--- src/rtl/blc_pkg.sv ---
package blc_pkg;
  localparam int ADDR_W = 16;
  localparam int DATA_W = 8;
  localparam int CNT_W  = 16;

  // One expected bus cycle
  typedef struct packed {
    logic [ADDR_W-1:0] addr;
    logic [ADDR_W-1:0] addrCare;
    logic [DATA_W-1:0] data;
    logic [DATA_W-1:0] dataCare;
    logic              sync;
  } cycEntry_t;

  // Strobes from control to datapath
  typedef struct packed {
    logic doCompare;
    logic latchMiss;
    logic bumpCount;
    logic flagSync;
  } ctlStrobe_t;
endpackage

--- src/rtl/blc_dpath.sv ---
module blc_dpath
  import blc_pkg::*;
#(
  parameter int DEPTH = 8,
  localparam int IDX_W = $clog2(DEPTH),
  localparam int LEN_W = $clog2(DEPTH + 1)
) (
  input  logic              clk,
  input  logic              rstN,
  input  logic              cfgWr,
  input  logic [IDX_W-1:0]  cfgIdx,
  input  cycEntry_t         cfgEntry,
  input  logic              cfgLenWr,
  input  logic [LEN_W-1:0]  cfgLen,
  input  logic              clearErr,
  input  logic [ADDR_W-1:0] busAddr,
  input  logic [DATA_W-1:0] busData,
  input  logic              busSync,
  input  logic [IDX_W-1:0]  idx,
  input  logic [IDX_W-1:0]  effIdx,
  input  ctlStrobe_t        strb,
  output logic              curEntrySync,
  output logic [IDX_W-1:0]  lastIdx,
  output logic              mismatch,
  output logic              failFlag,
  output logic              syncErr,
  output logic [IDX_W-1:0]  failIdx,
  output logic [ADDR_W-1:0] failObsAddr,
  output logic [DATA_W-1:0] failObsData,
  output logic              failObsSync,
  output logic [ADDR_W-1:0] failExpAddr,
  output logic [DATA_W-1:0] failExpData,
  output logic              failExpSync,
  output logic [CNT_W-1:0]  loopCount
);
  cycEntry_t        tbl [DEPTH];
  logic [LEN_W-1:0] loopLen;
  cycEntry_t        expE;
  logic             addrBad, dataBad, syncBad;

  // Table entries, one register per slot
  for (genvar g = 0; g < DEPTH; g++) begin : gEntry
    always_ff @(posedge clk) begin
      if (!rstN)
        tbl[g] <= '0;
      else if (cfgWr && (cfgIdx == IDX_W'(g)))
        tbl[g] <= cfgEntry;
    end
  end

  // Length register with clamping
  always_ff @(posedge clk) begin
    if (!rstN)
      loopLen <= LEN_W'(DEPTH);
    else if (cfgLenWr) begin
      if (cfgLen == '0)
        loopLen <= LEN_W'(1);
      else if (cfgLen > LEN_W'(DEPTH))
        loopLen <= LEN_W'(DEPTH);
      else
        loopLen <= cfgLen;
    end
  end

  always_comb begin
    lastIdx      = IDX_W'(loopLen - 1'b1);
    curEntrySync = tbl[idx].sync;
    expE         = tbl[effIdx];
    addrBad      = |((busAddr ^ expE.addr) & expE.addrCare);
    dataBad      = |((busData ^ expE.data) & expE.dataCare);
    syncBad      = (busSync != expE.sync);
    mismatch     = addrBad || dataBad || syncBad;
  end

  // First-failure latch
  always_ff @(posedge clk) begin
    if (!rstN || clearErr) begin
      failFlag    <= 1'b0;
      failIdx     <= '0;
      failObsAddr <= '0;
      failObsData <= '0;
      failObsSync <= 1'b0;
      failExpAddr <= '0;
      failExpData <= '0;
      failExpSync <= 1'b0;
    end else if (strb.latchMiss && !failFlag) begin
      failFlag    <= 1'b1;
      failIdx     <= effIdx;
      failObsAddr <= busAddr;
      failObsData <= busData;
      failObsSync <= busSync;
      failExpAddr <= expE.addr;
      failExpData <= expE.data;
      failExpSync <= expE.sync;
    end
  end

  always_ff @(posedge clk) begin
    if (!rstN || clearErr)
      syncErr <= 1'b0;
    else if (strb.flagSync)
      syncErr <= 1'b1;
  end

  always_ff @(posedge clk) begin
    if (!rstN)
      loopCount <= '0;
    else if (strb.bumpCount && (loopCount != '1))
      loopCount <= loopCount + 1'b1;
  end


  fail_hold_chk: assert property (@(posedge clk) disable iff (!rstN)
    (failFlag && !clearErr) |=> (failFlag && $stable(failIdx)
      && $stable(failObsAddr) && $stable(failExpAddr) && $stable(failObsData)));

  sync_sticky_chk: assert property (@(posedge clk) disable iff (!rstN)
    (syncErr && !clearErr) |=> syncErr);

  count_mono_chk: assert property (@(posedge clk) disable iff (!rstN)
    1'b1 |=> (loopCount >= $past(loopCount)));

  count_sat_chk: assert property (@(posedge clk) disable iff (!rstN)
    (loopCount == '1) |=> (loopCount == '1));

  len_range_chk: assert property (@(posedge clk) disable iff (!rstN)
    (loopLen >= LEN_W'(1)) && (loopLen <= LEN_W'(DEPTH)));
endmodule

--- config.mk ---
export PLATFORM = sky130hd
export DESIGN_NAME = blc_dpath
export DESIGN_NICKNAME = d
export VERILOG_FILES = /design/src/rtl/blc_pkg.sv /design/src/rtl/blc_dpath.sv
export SDC_FILE = /design/constraint.sdc
export NUM_CORES = 1
export LEC_CHECK = 0
export BUFFER_PORTS_ARGS = -buffer_cell sky130_fd_sc_hd__buf_2
export CORE_AREA = 5 5 192 194
export DETAILED_ROUTE_END_ITERATION = 10
export DIE_AREA = 0 0 197 199
export PLACE_DENSITY = 0.79
export SKIP_CTS_REPAIR_TIMING = 1
export SLEW_MARGIN = 5
export SYNTH_ARGS = -nofsm -noshare
export SYNTH_HDL_FRONTEND = slang
export SYNTH_SLANG_ARGS = --single-unit
--- constraint.sdc ---
create_clock -name clk -period 6.2 [get_ports clk]
set_input_delay 1.24 -clock clk [delete_from_list [all_inputs] [get_ports clk]]
set_output_delay 1.24 -clock clk [all_outputs]
set_load 0.005 [all_outputs]
==> results.md, run 1 <==
* Status: complete, no violations
* Clock buffer count from CTS at 48
* DRT Pass-1 Iters at 7
* Cells after Synth at 1494
* Cell breakdown of the critical path: buf_2 -> buf_4 -> mux4_2 -> mux2i_1 -> o2bb2ai_1 -> nor4b_2 -> nand4_1 -> buf_2
* Skew-Pair Late Insertion Delay at 560 ps
* Power Total at 7000 uW
* Setup TNS at 0 ps
* Placer Congestion at 0.837
* Fin nets at 1755
* Vias at 13200
* Max-Cap Viols at 0
* WP data required at 4960 ps
* Final setup viols at 0
* Seq/Total Area, Yosys at 64.0%
* CP max FO at 25
* Die Y at 199 um
* Initial Utilization at 59.0%
* CP peak stage delay at 620 ps
* Vias per std cell at 6.12
* Clk sinks at 466
* Period utilization at 82.8%
* Number of synthesized register bits at 466
* Fin. max-slew vios at 0
* Hold path cells at 2
* Relative slew slack at 21.0%
* DRC at 0
* Die Span X at 197 um
* RSZ-0062 raised after global routing: false
* Cell at the slowest stage of the critical path: buf_2
* Post-DP HPWL at 32800 um
* Detail Route Antenna Nets at 0
* DR WL/cell at 25.4 um
* Max rail drop VDD at 0.000184 V
* Initial antenna violation count at 9
* Ys async rst share at 0%
* Final wirelength at 54800 um
* CP Launch Type: input port
* Place WS at 1140 ps
* Syn-to-layout area delta at 14.1%
* CP dominant cell by count: buf_2
* IO Pins at 172
* Worst Hold Launch: failObsAddr[8]$_SDFFE_PP0P_
* Skew final at 17.8 ps
* Grt total ovfl at 0
* R2r worst-path depth at 6
* Avg Inst Size Synth at 13.9 um2
* Netlist cell types at 55
* Hold path endpoint: failObsAddr[8]$_SDFFE_PP0P_
* Arrival time worst endpoint at 3890 ps
* Post-synth EDFFs at 392
* Final Hold Fails at 0
* Vias in the first global route at 13300
* Core area at 35100 um2
* Post-synth top flop: edfxtp_1
* H-tree levels at 2
* Worst-Margin Slew at 1180 ps
* Internal reg-to-reg setup slack at 4190 ps
* Syn nets at 1592
* Setup CP Type: in2out
* Hold Crit Class: reg2reg
* Pwr dens at 296 nW/um2
* PortBufs at 170
* Clk buf depth at 3
* Max Clk Rate at 0.195 GHz
* Die ar. at 39200 um2
* First-pass GRT wire length at 81500 um
* Non-filler cells in the finished layout at 2158
* Fraction of layout instances using a drive strength above 1 at 21.7%
* Filler Cell Count at 2447
* Iter 0 DRT Violations at 1598
* Worst R2R End: loopCount[15]$_SDFFE_PN0P_
* Root buffer cell: clkbuf_16
* Mapped cell area at 20700 um2
* Rows at 69
* Commonest non-fill, non-tap cells in the layout: and2_1 (395), edfxtp_1 (392), buf_2 (168), nand2_1 (93), dfxtp_1 (74)
* R2R Path Start: loopCount[7]$_SDFFE_PN0P_
* Most common cell after layout, fill and taps aside: and2_1
* GRT Total Usage at 28.0%
* Yosys warnings at 0
* Largest net degree at the start of global routing at 57
* Register clock-pin slew on the reported worst setup and hold paths at 60 ps
* Final min period at 5130 ps
* Setup ws final at 1070 ps
* CP endpoint kind: primary output
* Leakage at 0.00884 uW
* Dpl cells at 2068
* CTS tree: done
-- synth_stat cells, drive strengths merged (2+ instances only) --
cell type | number | area share [%]
a211oi | 8 | 0.29
dfxtp | 74 | 7.2
o21a | 3 | 0.11
and4 | 2 | 0.085
or2 | 2 | 0.060
clkbuf | 65 | 1.2
mux2i | 66 | 3.2
a21o | 10 | 0.36
nor3 | 9 | 0.22
o22a | 2 | 0.085
inv | 8 | 0.15
xnor2 | 15 | 0.63
mux4 | 73 | 8.0
edfxtp | 392 | 57
o211ai | 2 | 0.073
a221oi | 2 | 0.085
o31ai | 4 | 0.15
nand3 | 17 | 0.41
a211o | 2 | 0.085
nand2 | 93 | 1.7
a22o | 5 | 0.21
a22oi | 22 | 0.80
a21oi | 51 | 1.2
o21ai | 12 | 0.29
or3 | 7 | 0.21
nand4 | 4 | 0.12
nor2 | 68 | 1.2
buf | 28 | 0.89
and3 | 4 | 0.12
and2 | 395 | 12
nand2b | 7 | 0.21
a311oi | 8 | 0.34
xor2 | 6 | 0.25
nor2b | 3 | 0.091
o22ai | 2 | 0.060
mux2 | 9 | 0.49
ha | 2 | 0.12
-- power by group --
part / switching, uW / total (uW) / internal, uW
logic: 391 / 631 / 240
clock network: 1140 / 2720 / 1580
registers: 59.2 / 3650 / 3590
-- layer usage --
layer	up-vias	part of all wire (%)	track usage [%]
met5	-	0.14	0
met4	12	2.9	9.07
met3	118	11	7.67
met2	749	49	46.5
met1	6583	37	36.5
li1	5750	-	-
-- worst max-delay path: cells and delay by family --
| kind | cells | cell delay [ps] |
|---|---|---|
| compound gates | 1 | 180 |
| buf+inv | 3 | 1140 |
| mux | 2 | 860 |
| simple gates | 2 | 440 |
-- sequential cells by signal, summed over array words and instances, names as in the netlist, 3 cells and up --
name and flops:
failExpAddr 16, failExpData 8, failIdx 3, failObsAddr 16, failObsData 8, loopCount 16
loopLen 3, tbl 392
-- how the worst max path moves through the flow --
stage	from	depth (start not counted)	endpoint
after global routing	effIdx[0]	9	mismatch
final	effIdx[2]	8	mismatch
after global placement	effIdx[0]	9	mismatch
after detailed placement	effIdx[0]	9	mismatch
after floorplan	cfgIdx[2]	2	tbl[0][0]$_SDFFCE_PN0P_
after CTS	effIdx[0]	9	mismatch
-- cell families (layout without fill, tap and decap cells) --
logic type      Yosys count  after routing  share of synthesized area, %
simple gates            614            614                          16.5
fa+ha+maj                 2              2                         0.121
other cells               0              3                             0
mux                     148            148                          11.6
xor+xnor                 21             21                         0.889
flops                   466            466                          64.0
compound gates          141            141                          4.54
buf+inv                 102            302                          2.23
-- area by class of cell --
class                           count  area [um2]  share of cell area [%]
Clock buffer                       70        1310                    5.53
Multi-Input combinational cell    926        7150                    30.3
Inverter                            9        33.8                   0.143
Sequential cell                   466       13300                    56.1
Tap cell                          461         577                    2.44
Timing Repair Buffer              206        1140                    4.84
Clock inverter                     17         155                   0.657
Antenna cell                        3        7.51                  0.0318
-- per-stage QoR --
| step | hold WS, ps | utilization, % | area (um2) |
|---|---|---|---|
| floorplan | 453 | - | 20700 |
| global placement | 440 | 63.2 | 22200 |
| detailed placement | 445 | 63.2 | 22200 |
| CTS | 454 | 67.4 | 23600 |
| global route | 470 | 67.4 | 23600 |
| finish | 451 | 67.4 | 23600 |
Note: power is estimated with default switching activity, not from simulation.
==> run 2: changes to the inputs <==
--- a/config.mk
+++ b/config.mk
@@ -5,10 +5,11 @@
 export SDC_FILE = /design/constraint.sdc
 export NUM_CORES = 1
 export LEC_CHECK = 0
+export ABC_AREA = 1
 export BUFFER_PORTS_ARGS = -buffer_cell sky130_fd_sc_hd__buf_2
-export CORE_AREA = 5 5 192 194
+export CORE_AREA = 5 5 194 196
 export DETAILED_ROUTE_END_ITERATION = 10
-export DIE_AREA = 0 0 197 199
+export DIE_AREA = 0 0 199 201
 export PLACE_DENSITY = 0.79
 export SKIP_CTS_REPAIR_TIMING = 1
 export SLEW_MARGIN = 5
==> constraint.sdc (replaced) <==
create_clock -name clk -period 5.3 [get_ports clk]
set_input_delay 1.06 -clock clk [delete_from_list [all_inputs] [get_ports clk]]
set_output_delay 1.06 -clock clk [all_outputs]
set_load 0.005 [all_outputs]
==> results.md, run 2 <==
* Status: complete, no violations (unchanged)
* Avg Inst Size Synth at 8.98 um2 (was 13.9 um2)
* Clk sinks at 466 (unchanged)
* Max-Cap Viols at 0 (unchanged)
* Launch point of the worst path: effIdx[0] (was effIdx[2])
* DRT Pass-1 Iters at 6 (was 7)
* Seq/Total Area, Yosys at 62.7% (was 64.0%)
* GRT Total Usage at 29.0% (was 28.0%)
* Syn-to-layout area delta at 12.2% (was 14.1%)
* Cell breakdown of the critical path: buf_6 -> inv_4 -> buf_4 -> nand2_1 -> nand2_1 -> nand2_1 -> nand3_1 -> nand3_1 -> nand3_1 -> nand2_1 -> nor2_1 -> nand2_1 -> nor2_1 -> nand2_1 -> buf_2 (was buf_2 -> buf_4 -> mux4_2 -> mux2i_1 -> o2bb2ai_1 -> nor4b_2 -> nand4_1 -> buf_2)
* Vias in the first global route at 16600 (was 13300)
* RSZ-0062 raised after global routing: false (unchanged)
* Skew-Pair Late Insertion Delay at 570 ps (was 560 ps)
* Relative slew slack at 20.3% (was 21.0%)
* Dpl cells at 2882 (was 2068)
* R2R Path Start: failFlag$_SDFFE_PP0P_ (was loopCount[7]$_SDFFE_PN0P_)
* Die Y at 201 um (was 199 um)
* H-tree levels at 2 (unchanged)
* Commonest non-fill, non-tap cells in the layout: nand2_1 (556), nor2_1 (488), edfxtp_1 (392), nand3_1 (280), inv_1 (227) (was and2_1 (395), edfxtp_1 (392), buf_2 (168), nand2_1 (93), dfxtp_1 (74))
* Placer Congestion at 0.891 (was 0.837)
* DR WL/cell at 19.8 um (was 25.4 um)
* Number of synthesized register bits at 466 (unchanged)
* Core area at 35900 um2 (was 35100 um2)
* Arrival time worst endpoint at 3440 ps (was 3890 ps)
* Count leader, synth: nand2_1 (was and2_1)
* Iter 0 DRT Violations at 1911 (was 1598)
* Max rail drop VDD at 0.000341 V (was 0.000184 V)
* Synth Area in Compound Gates at 3.81% (was 4.54%)
* Largest cells by area after synthesis: edfxtp_1 (56%), nand2_1 (10%), nor2_1 (8.7%) (was edfxtp_1 (57%), and2_1 (12%), mux4_2 (7.8%))
* Fin nets at 2561 (was 1755)
* Met3 GRT Util at 8.04% (was 7.67%)
* Multiplexer share of the synthesized area at 0% (was 11.6%)
* Netlist cell types at 28 (was 55)
* Fraction of layout instances using a drive strength above 1 at 11.4% (was 21.7%)
* DRC at 0 (unchanged)
* Logic pwr share at 9.7% (was 9.0%)
* Clk buf depth at 3 (unchanged)
* CP Launch Type: input port (unchanged)
* Max Clk Rate at 0.222 GHz
* Clock power share at 38.1% (was 38.9%)
* First-pass GRT wire length at 89800 um (was 81500 um)
* Met2 usage at 44.9% (was 46.5%)
* Post-synth top flop: edfxtp_1 (unchanged)
* Vias per std cell at 5.71 (was 6.12)
* Register clock-pin slew on the reported worst setup and hold paths at 60 ps (about the same)
* Syn nets at 2451 (was 1592)
* Non-filler cells in the finished layout at 2967 (was 2158)
* Largest Register: tbl (unchanged)
* Final min period at 4500 ps
* Sw frac at 24.7% (was 22.8%)
* Most common cell after layout, fill and taps aside: nand2_1 (was and2_1)
* Worst Hold Launch: loopCount[15]$_SDFFE_PN0P_ (was failObsAddr[8]$_SDFFE_PP0P_)
* Cell accounting for the most synthesized area: edfxtp_1 (unchanged)
* Die ar. at 40000 um2 (was 39200 um2)
* Largest family of logic cells by synthesized area: simple AND/OR/NAND/NOR gates (unchanged)
* Hold Crit Class: reg2reg (unchanged)
* Rows at 70 (was 69)
* Ys async rst share at 0% (unchanged)
* Pwr dens at 345 nW/um2 (was 296 nW/um2)
* Vias at 16900 (was 13200)
* Fin. max-slew vios at 0 (unchanged)
* CP peak stage delay at 480 ps (was 620 ps)
* Mapped cell area at 21100 um2 (was 20700 um2)
* Largest net degree at the start of global routing at 164 (was 57)
* Cell at the slowest stage of the critical path: inv_4 (was buf_2)
* IO Pins at 172 (unchanged)
* Area share of the largest cell type after synthesis at 55.7% (was 56.9%)
* Setup CP Type: in2out (unchanged)
* Pint at 6150 uW (was 5410 uW)
* Post-synth top cells: nand2_1 (563), nor2_1 (490), edfxtp_1 (392), nand3_1 (288), inv_1 (229) (was and2_1 (395), edfxtp_1 (392), nand2_1 (93), dfxtp_1 (74), mux4_2 (72))
* Post-DP HPWL at 34100 um (was 32800 um)
* Post-synth EDFFs at 392 (unchanged)
* Initial antenna violation count at 4 (was 9)
* Root buffer cell: clkbuf_16 (unchanged)
* CP max FO at 49 (was 25)
* PortBufs at 170 (unchanged)
* WP data required at 4240 ps (was 4960 ps)
* Detail Route Antenna Nets at 0 (unchanged)
* Register area at 13300 um2 (unchanged)
* Yosys warnings at 0 (unchanged)
* Psw at 2020 uW (was 1590 uW)
* Filler Cell Count at 2814 (was 2447)
* Multi-input gate area at 6450 um2 (was 7150 um2)
* Post-synthesis adder-cell area fraction at 0.118% (was 0.121%)
* Ant. Diodes at 0 (was 3)
* Part of the power in registers at 52.2% (was 52.1%)
* Max FFs per register at 392 (unchanged)
* Synth Area in XOR/XNOR at 0.124% (was 0.889%)
* Leakage at 0.0104 uW (was 0.00884 uW)
* Initial Utilization at 58.8% (was 59.0%)
* Die Span X at 199 um (was 197 um)
* CP dominant cell by count: nand2_1 (was buf_2)
* Grt total ovfl at 0 (unchanged)
* Clock buffer count from CTS at 47 (was 48)
* Setup TNS at 0 ps (unchanged)
* Final wirelength at 58600 um (was 54800 um)
* GRT busiest layer: met2 (unchanged)
* Final core utilization at 66.0% (was 67.4%)
* Cells after Synth at 2353 (was 1494)
* CTS tree: done (unchanged)
* Synth Area in Simple Gates at 26.0% (was 16.5%)
* Final setup viols at 0 (unchanged)
* Period utilization at 84.9%
* Skew final at 20.0 ps (was 17.8 ps)
* M1 GR Usage at 38.7% (was 36.5%)
* Final Hold Fails at 0 (unchanged)
* CP endpoint kind: primary output (unchanged)
* Worst-Margin Slew at 1190 ps (was 1180 ps)
[run 2: cell types whose count changed in the layout (fill, tap and decap cells not counted), sizes merged, moves of 71 or more]
cell	change
nand3	+271
inv	+225
nand2	+470
nor2	+422
o21ai	+71
and2	-395
mux4	-73
[run 2: layout make-up]
class                   count  area share (%)
inverters                 230            3.65
clock buffers              62            5.37
clock inverters            23           0.628
flip-flops and latches    466            55.9
multi-input cells        1521            27.2
well taps                 468            2.47
repair buffers            197            4.75
[run 2: cell families after synthesis]
| logic type | count (synthesis) |
|---|---|
| XOR/XNOR | 3 |
| AO/OA/AOI/OAI | 158 |
| AND/OR/NAND/NOR | 1358 |
| flip-flops | 466 |
| buffers and inverters | 366 |
| adder cells (fa/ha/maj) | 2 |
[run 2: routing by layer]
layer / up-vias / part of all wire (%)
met5: - / 0.12
met4: 8 / 4.2
met3: 145 / 14
met2: 1082 / 46
met1: 7842 / 36
li1: 7850 / -
[run 2: power by group through the flow]
| stage | sequential [uW] | clock [uW] | combinational, uW |
|---|---|---|---|
| after floorplan | 4330 | 0 | 486 |
| after global placement | 4330 | 0 | 750 |
| after detailed placement | 4340 | 0 | 773 |
| after CTS | 4260 | 3120 | 779 |
| after global routing | 4280 | 3280 | 870 |
| final | 4260 | 3110 | 790 |
[run 2: critical path: cells and delay by family]
kind / cells / cell delay (ps)
buffers and inverters: 4 / 1190
AND/OR/NAND/NOR: 11 / 1130
[run 2: worst paths after layout]
kind | end | slack [ps] | depth (start not counted)
hold reg to reg | loopCount[15]$_SDFFE_PN0P_ | 460 | 2
setup reg to reg | failObsData[5]$_SDFFE_PP0P_ | 3250 | 4
hold / removal | loopCount[15]$_SDFFE_PN0P_ | 460 | 2
setup / recovery | mismatch | 800 | 15
[run 2: stage by stage]
| stage | power [uW] | setup slack (ps) | area, um2 | hold WS, ps |
|---|---|---|---|---|
| 2_1_floorplan | 4820 | 186 | 21100 | 444 |
| 3_3_place_gp | 5080 | 913 | 22300 | 447 |
| 3_5_place_dp | 5110 | 885 | 22300 | 449 |
| 4_1_cts | 8160 | 881 | 23700 | 467 |
| 5_1_grt | 8430 | 631 | 23700 | 491 |
| 6_report | 8170 | 800 | 23700 | 461 |
